===== src/rtl/ep0_bank_pkg.sv =====
package ep0_bank_pkg;

   localparam int REG_W  = 8;
   localparam int CNT_W  = 6;
   localparam int MODE_W = 4;

   typedef struct packed {
      logic              setup;
      logic [1:0]        rsvd;
      logic              ack;
      logic [MODE_W-1:0] mode;
   } ep0_mode_t;

   typedef struct packed {
      logic             toggle;
      logic             valid;
      logic [CNT_W-1:0] count;
   } ep0_cnt_t;

endpackage


===== src/rtl/ep0_mode_reg.sv =====
module ep0_mode_reg
   import ep0_bank_pkg::*;
(
   input  logic              clk,
   input  logic              rst_n,
   input  logic              cpu_wr,
   input  logic              cpu_rd,
   input  logic [4:0]        cpu_wdata,
   input  logic              token_end,
   input  logic              setup_tok,
   input  logic              mode_upd,
   input  logic [MODE_W-1:0] mode_in,
   input  logic              data_start,
   input  logic              ack_start,
   input  logic              ack_done,
   output ep0_mode_t         mode_q,
   output logic              setup_o
);

   logic lock_q;
   logic hold_q;
   logic sie_low_upd;
   logic cpu_low_ok;

   assign sie_low_upd = (token_end && mode_upd) || ack_done;
   assign cpu_low_ok  = cpu_wr && !lock_q && !sie_low_upd;
   assign setup_o     = mode_q.setup;

   always_ff @(posedge clk) begin
      if (!rst_n) begin
         mode_q <= '0;
         lock_q <= 1'b0;
         hold_q <= 1'b0;
      end else begin
         if (hold_q)         mode_q.setup <= 1'b1;
         else if (token_end) mode_q.setup <= setup_tok;
         else if (cpu_wr)    mode_q.setup <= 1'b0;

         if (sie_low_upd) begin
            if (token_end && mode_upd) mode_q.mode <= mode_in;
            if (ack_done)              mode_q.ack  <= 1'b1;
         end else if (cpu_low_ok) begin
            mode_q.mode <= cpu_wdata[MODE_W-1:0];
            mode_q.ack  <= cpu_wdata[4];
         end
         mode_q.rsvd <= '0;

         if (sie_low_upd) lock_q <= 1'b1;
         else if (cpu_rd) lock_q <= 1'b0;

         if (ack_start)                       hold_q <= 1'b0;
         else if (data_start && mode_q.setup) hold_q <= 1'b1;
      end
   end

   AST_SIE_LOCKS: assert property (@(posedge clk) disable iff (!rst_n)
      sie_low_upd |=> lock_q);

   AST_LOCKED_STABLE: assert property (@(posedge clk) disable iff (!rst_n)
      (lock_q && !sie_low_upd) |=> $stable({mode_q.ack, mode_q.mode}));

   AST_READ_UNLOCKS: assert property (@(posedge clk) disable iff (!rst_n)
      (cpu_rd && !sie_low_upd) |=> !lock_q);

   AST_HOLD_KEEPS_SETUP: assert property (@(posedge clk) disable iff (!rst_n)
      hold_q |=> mode_q.setup);

   AST_RSVD_ZERO: assert property (@(posedge clk) disable iff (!rst_n)
      cpu_wr |=> (mode_q.rsvd == 2'b00));

endmodule


===== src/rtl/ep0_count_reg.sv =====
module ep0_count_reg
   import ep0_bank_pkg::*;
#(
   parameter int MAX_PKT   = 32,
   parameter bit CLAMP_CPU = 1'b1
)(
   input  logic             clk,
   input  logic             rst_n,
   input  logic             cpu_wr,
   input  logic [REG_W-1:0] cpu_wdata,
   input  logic             sie_we,
   input  logic [CNT_W-1:0] rx_bytes,
   input  logic             rx_valid,
   input  logic             rx_toggle,
   output ep0_cnt_t         cnt_q
);

   localparam int            CRC_BYTES = 2;
   localparam int            RX_CEIL   = MAX_PKT + CRC_BYTES;
   localparam logic [CNT_W:0] RX_CEIL_V = (CNT_W+1)'(RX_CEIL);
   localparam logic [CNT_W-1:0] TX_CEIL_V = CNT_W'(MAX_PKT);

   if (RX_CEIL > (1 << CNT_W) - 1) begin : g_bad_max
      $error("MAX_PKT too large for the count field");
   end

   logic [CNT_W:0]   rx_sum;
   logic [CNT_W-1:0] rx_cnt;
   logic [CNT_W-1:0] tx_cnt;

   assign rx_sum = {1'b0, rx_bytes} + (CNT_W+1)'(CRC_BYTES);
   assign rx_cnt = (rx_sum > RX_CEIL_V) ? RX_CEIL_V[CNT_W-1:0] : rx_sum[CNT_W-1:0];

   if (CLAMP_CPU) begin : g_clamp
      assign tx_cnt = (cpu_wdata[CNT_W-1:0] > TX_CEIL_V) ? TX_CEIL_V : cpu_wdata[CNT_W-1:0];

      AST_CPU_CLAMP: assert property (@(posedge clk) disable iff (!rst_n)
         (cpu_wr && !sie_we) |=> (cnt_q.count <= TX_CEIL_V));
   end else begin : g_pass
      assign tx_cnt = cpu_wdata[CNT_W-1:0];
   end

   always_ff @(posedge clk) begin
      if (!rst_n) begin
         cnt_q <= '0;
      end else if (sie_we) begin
         cnt_q.count  <= rx_cnt;
         cnt_q.valid  <= rx_valid;
         cnt_q.toggle <= rx_toggle;
      end else if (cpu_wr) begin
         cnt_q.count  <= tx_cnt;
         cnt_q.valid  <= cpu_wdata[6];
         cnt_q.toggle <= cpu_wdata[7];
      end
   end

   AST_RX_CEIL: assert property (@(posedge clk) disable iff (!rst_n)
      sie_we |=> ({1'b0, cnt_q.count} <= RX_CEIL_V));

endmodule


===== src/rtl/ep0_fifo_gate.sv =====
module ep0_fifo_gate #(
   parameter int ADDR_W     = 8,
   parameter int FIFO_BASE  = 0,
   parameter int FIFO_DEPTH = 8,
   parameter int FIFO_AW    = $clog2(FIFO_DEPTH)
)(
   input  logic               clk,
   input  logic               rst_n,
   input  logic [ADDR_W-1:0]  cpu_addr,
   input  logic               cpu_wr,
   input  logic               setup_i,
   output logic               fifo_hit,
   output logic               fifo_we,
   output logic [FIFO_AW-1:0] fifo_waddr
);

   localparam logic [ADDR_W-1:0] BASE_V = ADDR_W'(FIFO_BASE);
   localparam logic [ADDR_W:0]   END_V  = (ADDR_W+1)'(FIFO_BASE + FIFO_DEPTH);
   localparam bit POW2    = (FIFO_DEPTH & (FIFO_DEPTH - 1)) == 0;
   localparam bit ALIGNED = POW2 && ((FIFO_BASE % FIFO_DEPTH) == 0);

   if (FIFO_DEPTH < 2 || FIFO_AW >= ADDR_W) begin : g_bad_depth
      $error("FIFO window size out of range");
   end

   if (ALIGNED) begin : g_slice
      assign fifo_hit   = (cpu_addr[ADDR_W-1:FIFO_AW] == BASE_V[ADDR_W-1:FIFO_AW]);
      assign fifo_waddr = cpu_addr[FIFO_AW-1:0];
   end else begin : g_range
      logic [ADDR_W-1:0] diff;
      assign diff       = cpu_addr - BASE_V;
      assign fifo_hit   = (cpu_addr >= BASE_V) && ({1'b0, cpu_addr} < END_V);
      assign fifo_waddr = diff[FIFO_AW-1:0];
   end

   assign fifo_we = cpu_wr && fifo_hit && !setup_i;

   AST_FIFO_BLOCKED: assert property (@(posedge clk) disable iff (!rst_n)
      setup_i |-> !fifo_we);

   AST_FIFO_PASS: assert property (@(posedge clk) disable iff (!rst_n)
      (cpu_wr && fifo_hit && !setup_i) |-> fifo_we);

endmodule


===== src/rtl/ep0_status_bank.sv =====
module ep0_status_bank
   import ep0_bank_pkg::*;
#(
   parameter int ADDR_W     = 8,
   parameter int MODE_ADDR  = 'h11,
   parameter int CNT_ADDR   = 'h10,
   parameter int FIFO_BASE  = 'h00,
   parameter int FIFO_DEPTH = 8,
   parameter int MAX_PKT    = 32,
   parameter bit CLAMP_CPU  = 1'b1,
   parameter int FIFO_AW    = $clog2(FIFO_DEPTH)
)(
   input  logic               clk,
   input  logic               rst_n,
   input  logic [ADDR_W-1:0]  cpu_addr,
   input  logic               cpu_wr,
   input  logic               cpu_rd,
   input  logic [7:0]         cpu_wdata,
   output logic [7:0]         cpu_rdata,
   output logic               cpu_ack,
   input  logic               sie_token_end,
   input  logic               sie_setup_tok,
   input  logic               sie_mode_upd,
   input  logic [3:0]         sie_mode,
   input  logic               sie_data_start,
   input  logic               sie_ack_start,
   input  logic               sie_ack_done,
   input  logic               sie_cnt_we,
   input  logic [5:0]         sie_rx_bytes,
   input  logic               sie_data_valid,
   input  logic               sie_toggle,
   output logic               fifo_we,
   output logic [FIFO_AW-1:0] fifo_waddr,
   output logic [7:0]         fifo_wdata
);

   localparam logic [ADDR_W-1:0] MODE_A = ADDR_W'(MODE_ADDR);
   localparam logic [ADDR_W-1:0] CNT_A  = ADDR_W'(CNT_ADDR);

   if (MODE_ADDR == CNT_ADDR) begin : g_bad_map
      $error("mode and counter addresses collide");
   end
   if ((MODE_ADDR >= FIFO_BASE && MODE_ADDR < FIFO_BASE + FIFO_DEPTH) ||
       (CNT_ADDR  >= FIFO_BASE && CNT_ADDR  < FIFO_BASE + FIFO_DEPTH)) begin : g_bad_win
      $error("register address inside FIFO window");
   end

   logic      hit_mode, hit_cnt, fifo_hit, setup_w;
   ep0_mode_t mode_w;
   ep0_cnt_t  cnt_w;

   assign hit_mode = (cpu_addr == MODE_A);
   assign hit_cnt  = (cpu_addr == CNT_A);

   ep0_mode_reg u_mode (
      .clk        (clk),
      .rst_n      (rst_n),
      .cpu_wr     (cpu_wr && hit_mode),
      .cpu_rd     (cpu_rd && hit_mode),
      .cpu_wdata  (cpu_wdata[4:0]),
      .token_end  (sie_token_end),
      .setup_tok  (sie_setup_tok),
      .mode_upd   (sie_mode_upd),
      .mode_in    (sie_mode),
      .data_start (sie_data_start),
      .ack_start  (sie_ack_start),
      .ack_done   (sie_ack_done),
      .mode_q     (mode_w),
      .setup_o    (setup_w)
   );

   ep0_count_reg #(
      .MAX_PKT   (MAX_PKT),
      .CLAMP_CPU (CLAMP_CPU)
   ) u_cnt (
      .clk       (clk),
      .rst_n     (rst_n),
      .cpu_wr    (cpu_wr && hit_cnt),
      .cpu_wdata (cpu_wdata),
      .sie_we    (sie_cnt_we),
      .rx_bytes  (sie_rx_bytes),
      .rx_valid  (sie_data_valid),
      .rx_toggle (sie_toggle),
      .cnt_q     (cnt_w)
   );

   ep0_fifo_gate #(
      .ADDR_W     (ADDR_W),
      .FIFO_BASE  (FIFO_BASE),
      .FIFO_DEPTH (FIFO_DEPTH),
      .FIFO_AW    (FIFO_AW)
   ) u_gate (
      .clk        (clk),
      .rst_n      (rst_n),
      .cpu_addr   (cpu_addr),
      .cpu_wr     (cpu_wr),
      .setup_i    (setup_w),
      .fifo_hit   (fifo_hit),
      .fifo_we    (fifo_we),
      .fifo_waddr (fifo_waddr)
   );

   assign fifo_wdata = cpu_wdata;

   always_ff @(posedge clk) begin
      if (!rst_n) begin
         cpu_ack   <= 1'b0;
         cpu_rdata <= '0;
      end else begin
         cpu_ack <= cpu_wr || cpu_rd;
         if (cpu_rd) begin
            if (hit_mode)     cpu_rdata <= mode_w;
            else if (hit_cnt) cpu_rdata <= cnt_w;
            else              cpu_rdata <= '0;
         end
      end
   end

   AST_STROBE_ACK: assert property (@(posedge clk) disable iff (!rst_n)
      (cpu_wr || cpu_rd) |=> cpu_ack);

   AST_NO_SPURIOUS_ACK: assert property (@(posedge clk) disable iff (!rst_n)
      (!cpu_wr && !cpu_rd) |=> !cpu_ack);

   AST_FIFO_IN_WINDOW: assert property (@(posedge clk) disable iff (!rst_n)
      fifo_we |-> (fifo_hit && !hit_mode && !hit_cnt));

endmodule


===== config.mk =====
export PLATFORM = sky130hd
export DESIGN_NAME = ep0_status_bank
export DESIGN_NICKNAME = d
export VERILOG_FILES = /design/src/rtl/ep0_bank_pkg.sv /design/src/rtl/ep0_mode_reg.sv /design/src/rtl/ep0_count_reg.sv /design/src/rtl/ep0_fifo_gate.sv /design/src/rtl/ep0_status_bank.sv
export SDC_FILE = /design/constraint.sdc
export NUM_CORES = 1
export LEC_CHECK = 0
export ABC_AREA = 0
export BUFFER_PORTS_ARGS = -buffer_cell sky130_fd_sc_hd__buf_2
export CELL_PAD_IN_SITES_DETAIL_PLACEMENT = 1
export CELL_PAD_IN_SITES_GLOBAL_PLACEMENT = 1
export CORE_UTILIZATION = 36
export CTS_CLUSTER_DIAMETER = 150
export DETAILED_ROUTE_END_ITERATION = 8
export GPL_ROUTABILITY_DRIVEN = 0
export PLACE_DENSITY = 0.93
export SLEW_MARGIN = 20
export SYNTH_ARGS = -nofsm -noshare
export SYNTH_HDL_FRONTEND = slang
export SYNTH_SLANG_ARGS = --single-unit
export TNS_END_PERCENT = 10

===== constraint.sdc =====
create_clock -name clk -period 3.32 [get_ports clk]
set_input_delay 0.664 -clock clk [delete_from_list [all_inputs] [get_ports clk]]
set_output_delay 0.664 -clock clk [all_outputs]
set_load 0.01 [all_outputs]

# After elaboration in Yosys (flattened, before gate mapping)
# Cells that the tools add are included.
op_classes:
  add_sub_neg: 1
  n_lt_le_gt_ge: 2
  n_eq_ne: 4
  mux: 15
  bitwise: 1
  n_reduce_logical: 22
ops:
  columns: ["operator", "count"]
  rows:
  - ["two-way mux 8 bit", 4]
  - ["== test 8 x 5 -> 1 bit (second input constant)", 2]
  - ["two-way mux 6 bit", 2]
  - ["two-way mux 5 bit", 2]
  - ["logical AND 1 bit", 9]
  - ["adder 6 x 2 -> 7 bit (second input constant)", 1]
  - ["greater-than comparator 7 x 6 -> 1 bit (second input constant)", 1]
  - ["greater-than comparator 6 bit (second input constant)", 1]
  - ["two-way mux 1 bit", 6]
  - ["nonzero test 2 bit", 3]
  - ["zero test 5 bit", 1]
  - ["two-way mux 4 bit", 1]
  - ["inequality test 2 bit (second input constant)", 2]
  - ["AND reduction 2 bit", 2]
  - ["zero test 1 bit", 3]
  - ["nonzero test 3 bit", 1]
  - ["logical OR 1 bit", 2]
  - ["OR reduction 2 bit", 1]
  - ["inverter 1 bit", 1]
totals:
  reg_bits: 25
  inputBits: 39
  output_inout_bits: 21
  word_cells: 55

# Logic depth before layout (Yosys ltp)
logic_depth:
  ltp_word: 6
  depth_mapped: 6

# Modules after synthesis
# Synthesis repeated with hierarchy kept, for this count alone.
unflattened:
  cells_unflattened: 169
  area_unflattened_um2: 1582.8
modules_own_cells:
  columns: ["module", "instances", "cells_each", "area_each_um2", "seq_area_each_um2"]
  rows:
  - ["ep0_status_bank", 1, 56, 591.8, 180.2]
  - ["ep0_count_reg", 1, 68, 564.3, 160.2]
  - ["ep0_mode_reg", 1, 38, 369.1, 160.2]
  - ["ep0_fifo_gate", 1, 7, 57.6, 0.0]

# Worst setup path after synthesis
# OpenSTA, ideal clock, no wires.
synth_timing:
  path_type: "in2out"
  startpoint: "in cpu_addr[5]"
  endpoint: "out fifo_we"
  t_arrival_ns: 1.684
  required_time_ns: 2.656
  slack_ns: 0.972
  stages: 3
  n_path_buf: 1
  path_cell_list: "or4b_4 > buf_6 > nor4_1"
synth_via:
  elab_chain_cells: 3
synth_lines:
  columns: ["item", "line", "rtl"]
  rows:
  - ["start: declaration", "ep0_status_bank.sv:15", "input logic [ADDR_W-1:0] cpu_addr,"]
  - ["zero test 5 bit", "ep0_fifo_gate.sv:27", "assign fifo_hit = (cpu_addr[ADDR_W-1:FIFO_AW] == BASE_V[ADDR_W-1:FIFO_AW]);"]
  - ["logical AND 1 bit (2 in series)", "ep0_fifo_gate.sv:36", "assign fifo_we = cpu_wr && fifo_hit && !setup_i;"]
  - ["end: declaration", "ep0_status_bank.sv:32", "output logic fifo_we,"]
# Every way passes these cells.

# Final worst setup path
# Ends and elaborated chain as after synthesis.

==> impl_metrics.csv <==
group,metric,value,unit
floorplan,chipWidth,63.7,µm
detailed_routing,first_pass_iters,4,
global_routing,grt_pass1_vias,1254,
timing,rsz0062_at_grt,"no",
timing,skew,7.64,ps
synth,synth_seq_cells,25,
detailed_routing,ant_nets,0,
clock_network,cts_resized,0,
clock_network,worstSkewPairLatency,270,ps
finish,synthToLayoutAreaGrowth,20.6,%
critical_path,cp.required,2660,ps
global_routing,grt_usage,0.191,
detailed_routing,routed-via-count,1332,
synth,ys.flop_type,"dfxtp_1",
worst_hold_path,hold_end,"u_cnt.cnt_q[1]",
timing,fin_tns_setup,0,ps
placement,portBuffers,59,
timing,tightest_slew,659,ps
pwr,total_power,616,µW
timing,slew_headroom,0.557,
floorplan,pin_count,60,
critical_path,critPathLaunchType,"input pin",
job,max_cap_violations,0,
critical_path,cp_cell_sequence,"buf_2, or4b_4, nor4_1, buf_2",
finish,final_cell_mix,"59 x buf_2, 25 x dfxtp_1, 18 x nor2_1",
finish,drive_gt1_frac,0.355,
synth,syn_inst,151,
worst_hold_path,min_from,"u_cnt.cnt_q[1]",
timing,finalSetupViolCount,0,
timing,fin_crit_sh,0.717,
detailed_routing,drc,0,
synth,synthTopCellsByArea,"dfxtp_1 36%, buf_4 6.6%, nor2_1 4.9%",
timing,final-hold-violation-count,0,
critical_path,arrival,1720,ps
pwr,power_density,372,nW/µm²
critical_path,path_max_fanout,6,
finish,num-nets-final,238,
clock_network,cts_tree,"built",
floorplan,std_cell_rows,22,
status,outcome,"completed",
critical_path,r2r-end,"u_mode.mode_q[1]",
finish,layout_commonest_cell,"buf_2",
clock_network,clockBufferDepth,2,
detailed_routing,drt_iter0_drc,84,
floorplan,chipHeight,63.7,µm
floorplan,fp.dieArea,4060,µm²
critical_path,max_stage_delay,600,ps
clock_network,numCtsBuffers,3,
synth,syn-num-nets,191,
critical_path,crit_top_cell,"buf_2",
worst_hold_path,hold_depth,2,
clock_network,clkTransAtPathRegs,90,ps
critical_path,slowest_stage,"or4b_4",
pwr,p_leak,0.000726,µW
finish,antenna_cells,0,
worst_hold_path,hold_path.class,"reg2reg",
finish,fin_util,0.452,
critical_path,reg2reg_slack,1810,ps
synth,synth_area,1370,µm²
detailed_routing,viasPerCell,5.44,
clock_network,cts.sinks,25,
global_routing,grt_pass1_wl,6000,µm
floorplan,start_util,0.375,
timing,slew_viol_final,0,
critical_path,crit_type,"in2out",
synth,syn_area_per_cell,9.08,µm²
timing,max_freq,420,MHz
global_routing,grt_max_degree,20,
synth,synth_edf_count,0,
detailed_routing,wirelength,3660,µm
global_routing,antenna_found_initial,0,
clock_network,cts_hold_buf,0,
critical_path,path_buf_inv,2,
clock_network,postCtsSetupRepairBufs,0,
synth,synth_top_area_frac,0.365,
global_routing,grt_overflow_total,0,
clock_network,htreeDepth,1,
synth,yosysSeqAreaShare,0.365,
synth,synth_top_area_cell,"dfxtp_1",
critical_path,critPathCaptureType,"output pin",
critical_path,reg2reg_from,"u_mode.lock_q",
floorplan,core,3660,µm²
pwr,ir_drop,0.135,mV
synth,ys_async_sr_fraction,0,
clock_network,cts-root-buf,"clkbuf_8",
placement,place_hpwl,2930,µm
critical_path,cp_top_family,"simple AND/OR/NAND/NOR gates",
synth,yosys_warnings,0,
critical_path,r2r_cells,4,
detailed_routing,wl_per_cell,14.9,µm
synth,yosys.cell_types.count,49,
timing,layout_min_cycle_time,2380,ps
-- power by group --
| group | switching (µW) | total [µW] | internal, µW |
|---|---|---|---|
| Combinational | 64.8 | 114 | 48.8 |
| Clock | 94.5 | 180 | 85.9 |
| Sequential | 8.37 | 322 | 313 |
| Total | 168 | 616 | 448 |
-- synthesized netlist by cell type, types with 2 or more instances --
master and n:
mux2i_1 6, a211oi_1 8, nor4_1 3, buf_4 12, dfxtp_1 25, nand2_1 8, clkinv_1 2, and2_1 2
nand2b_1 3, a31oi_1 3, nand3_1 3, nor2_1 18, nand4_1 2, clkbuf_1 3, a22oi_1 2, inv_1 5
o21ai_0 6, a222oi_1 6, a21oi_1 4
-- state kept, by name, indices dropped and copies added, names as in the netlist --
| register | flops |
|---|---|
| u_mode.mode_q | 5 |
| u_mode.lock_q | 1 |
| cpu_rdata | 8 |
| u_mode.setup_o | 1 |
| u_cnt.cnt_q | 8 |
| u_mode.hold_q | 1 |
| cpu_ack | 1 |
-- metal layers --
metal,GRT usage,share of wire
met4,0.0938,0.026
met5,0,0
met3,0.0145,0.040
met2,0.313,0.47
met1,0.250,0.46
-- final cells by class --
type                       count  area [µm²]
fill                         461        2010
multi-input combinational    102         727
sequential                    25         500
timing repair buffer          59         295
tap                           48        60.1
clock buffer                   4        45.0
inverter                       7        26.3
-- worst reg2reg max path, stage by stage, from the launching register on --
cell and delay, ps:
dfxtp_1 330, or2_2 320, o41ai_4 420, nor2_1 90, a211oi_1 240
-- stage by stage --
| stage | hold WS [ps] | worst slack (ps) | instance area (µm²) | instances |
|---|---|---|---|---|
| floorplan | 446 | 972 | 1370 | 151 |
| detailed placement | 480 | 752 | 1610 | 241 |
| finish | 497 | 938 | 1650 | 245 |
| global route | 515 | 890 | 1650 | 245 |
| CTS | 497 | 930 | 1650 | 245 |
| global placement | 469 | 807 | 1610 | 241 |
-- kinds of logic (layout without fill, tap and decap cells) --
group,after synthesis,after routing,synth area share
and+or+nand+nor,50,50,0.205
adders and majority gates,1,1,0.00912
xor gates and xnor gates,1,1,0.00639
muxes,6,6,0.0438
AOI/OAI and AO/OA,44,44,0.266
buffers and inverters,24,70,0.105
DFF,25,25,0.365
-- worst max-delay path by stage --
stage | startpoint | end | slack, ps | cells past startpoint
after floorplan | cpu_addr[5] | fifo_we | 970 | 3
after global placement | cpu_addr[1] | u_cnt.cnt_q[4] | 810 | 5
after detailed placement | cpu_addr[1] | u_cnt.cnt_q[4] | 750 | 5
after CTS | cpu_addr[5] | fifo_we | 930 | 4
after global routing | cpu_addr[5] | fifo_we | 890 | 4
final | cpu_addr[5] | fifo_we | 940 | 4
(Power assumes the default switching activity.)
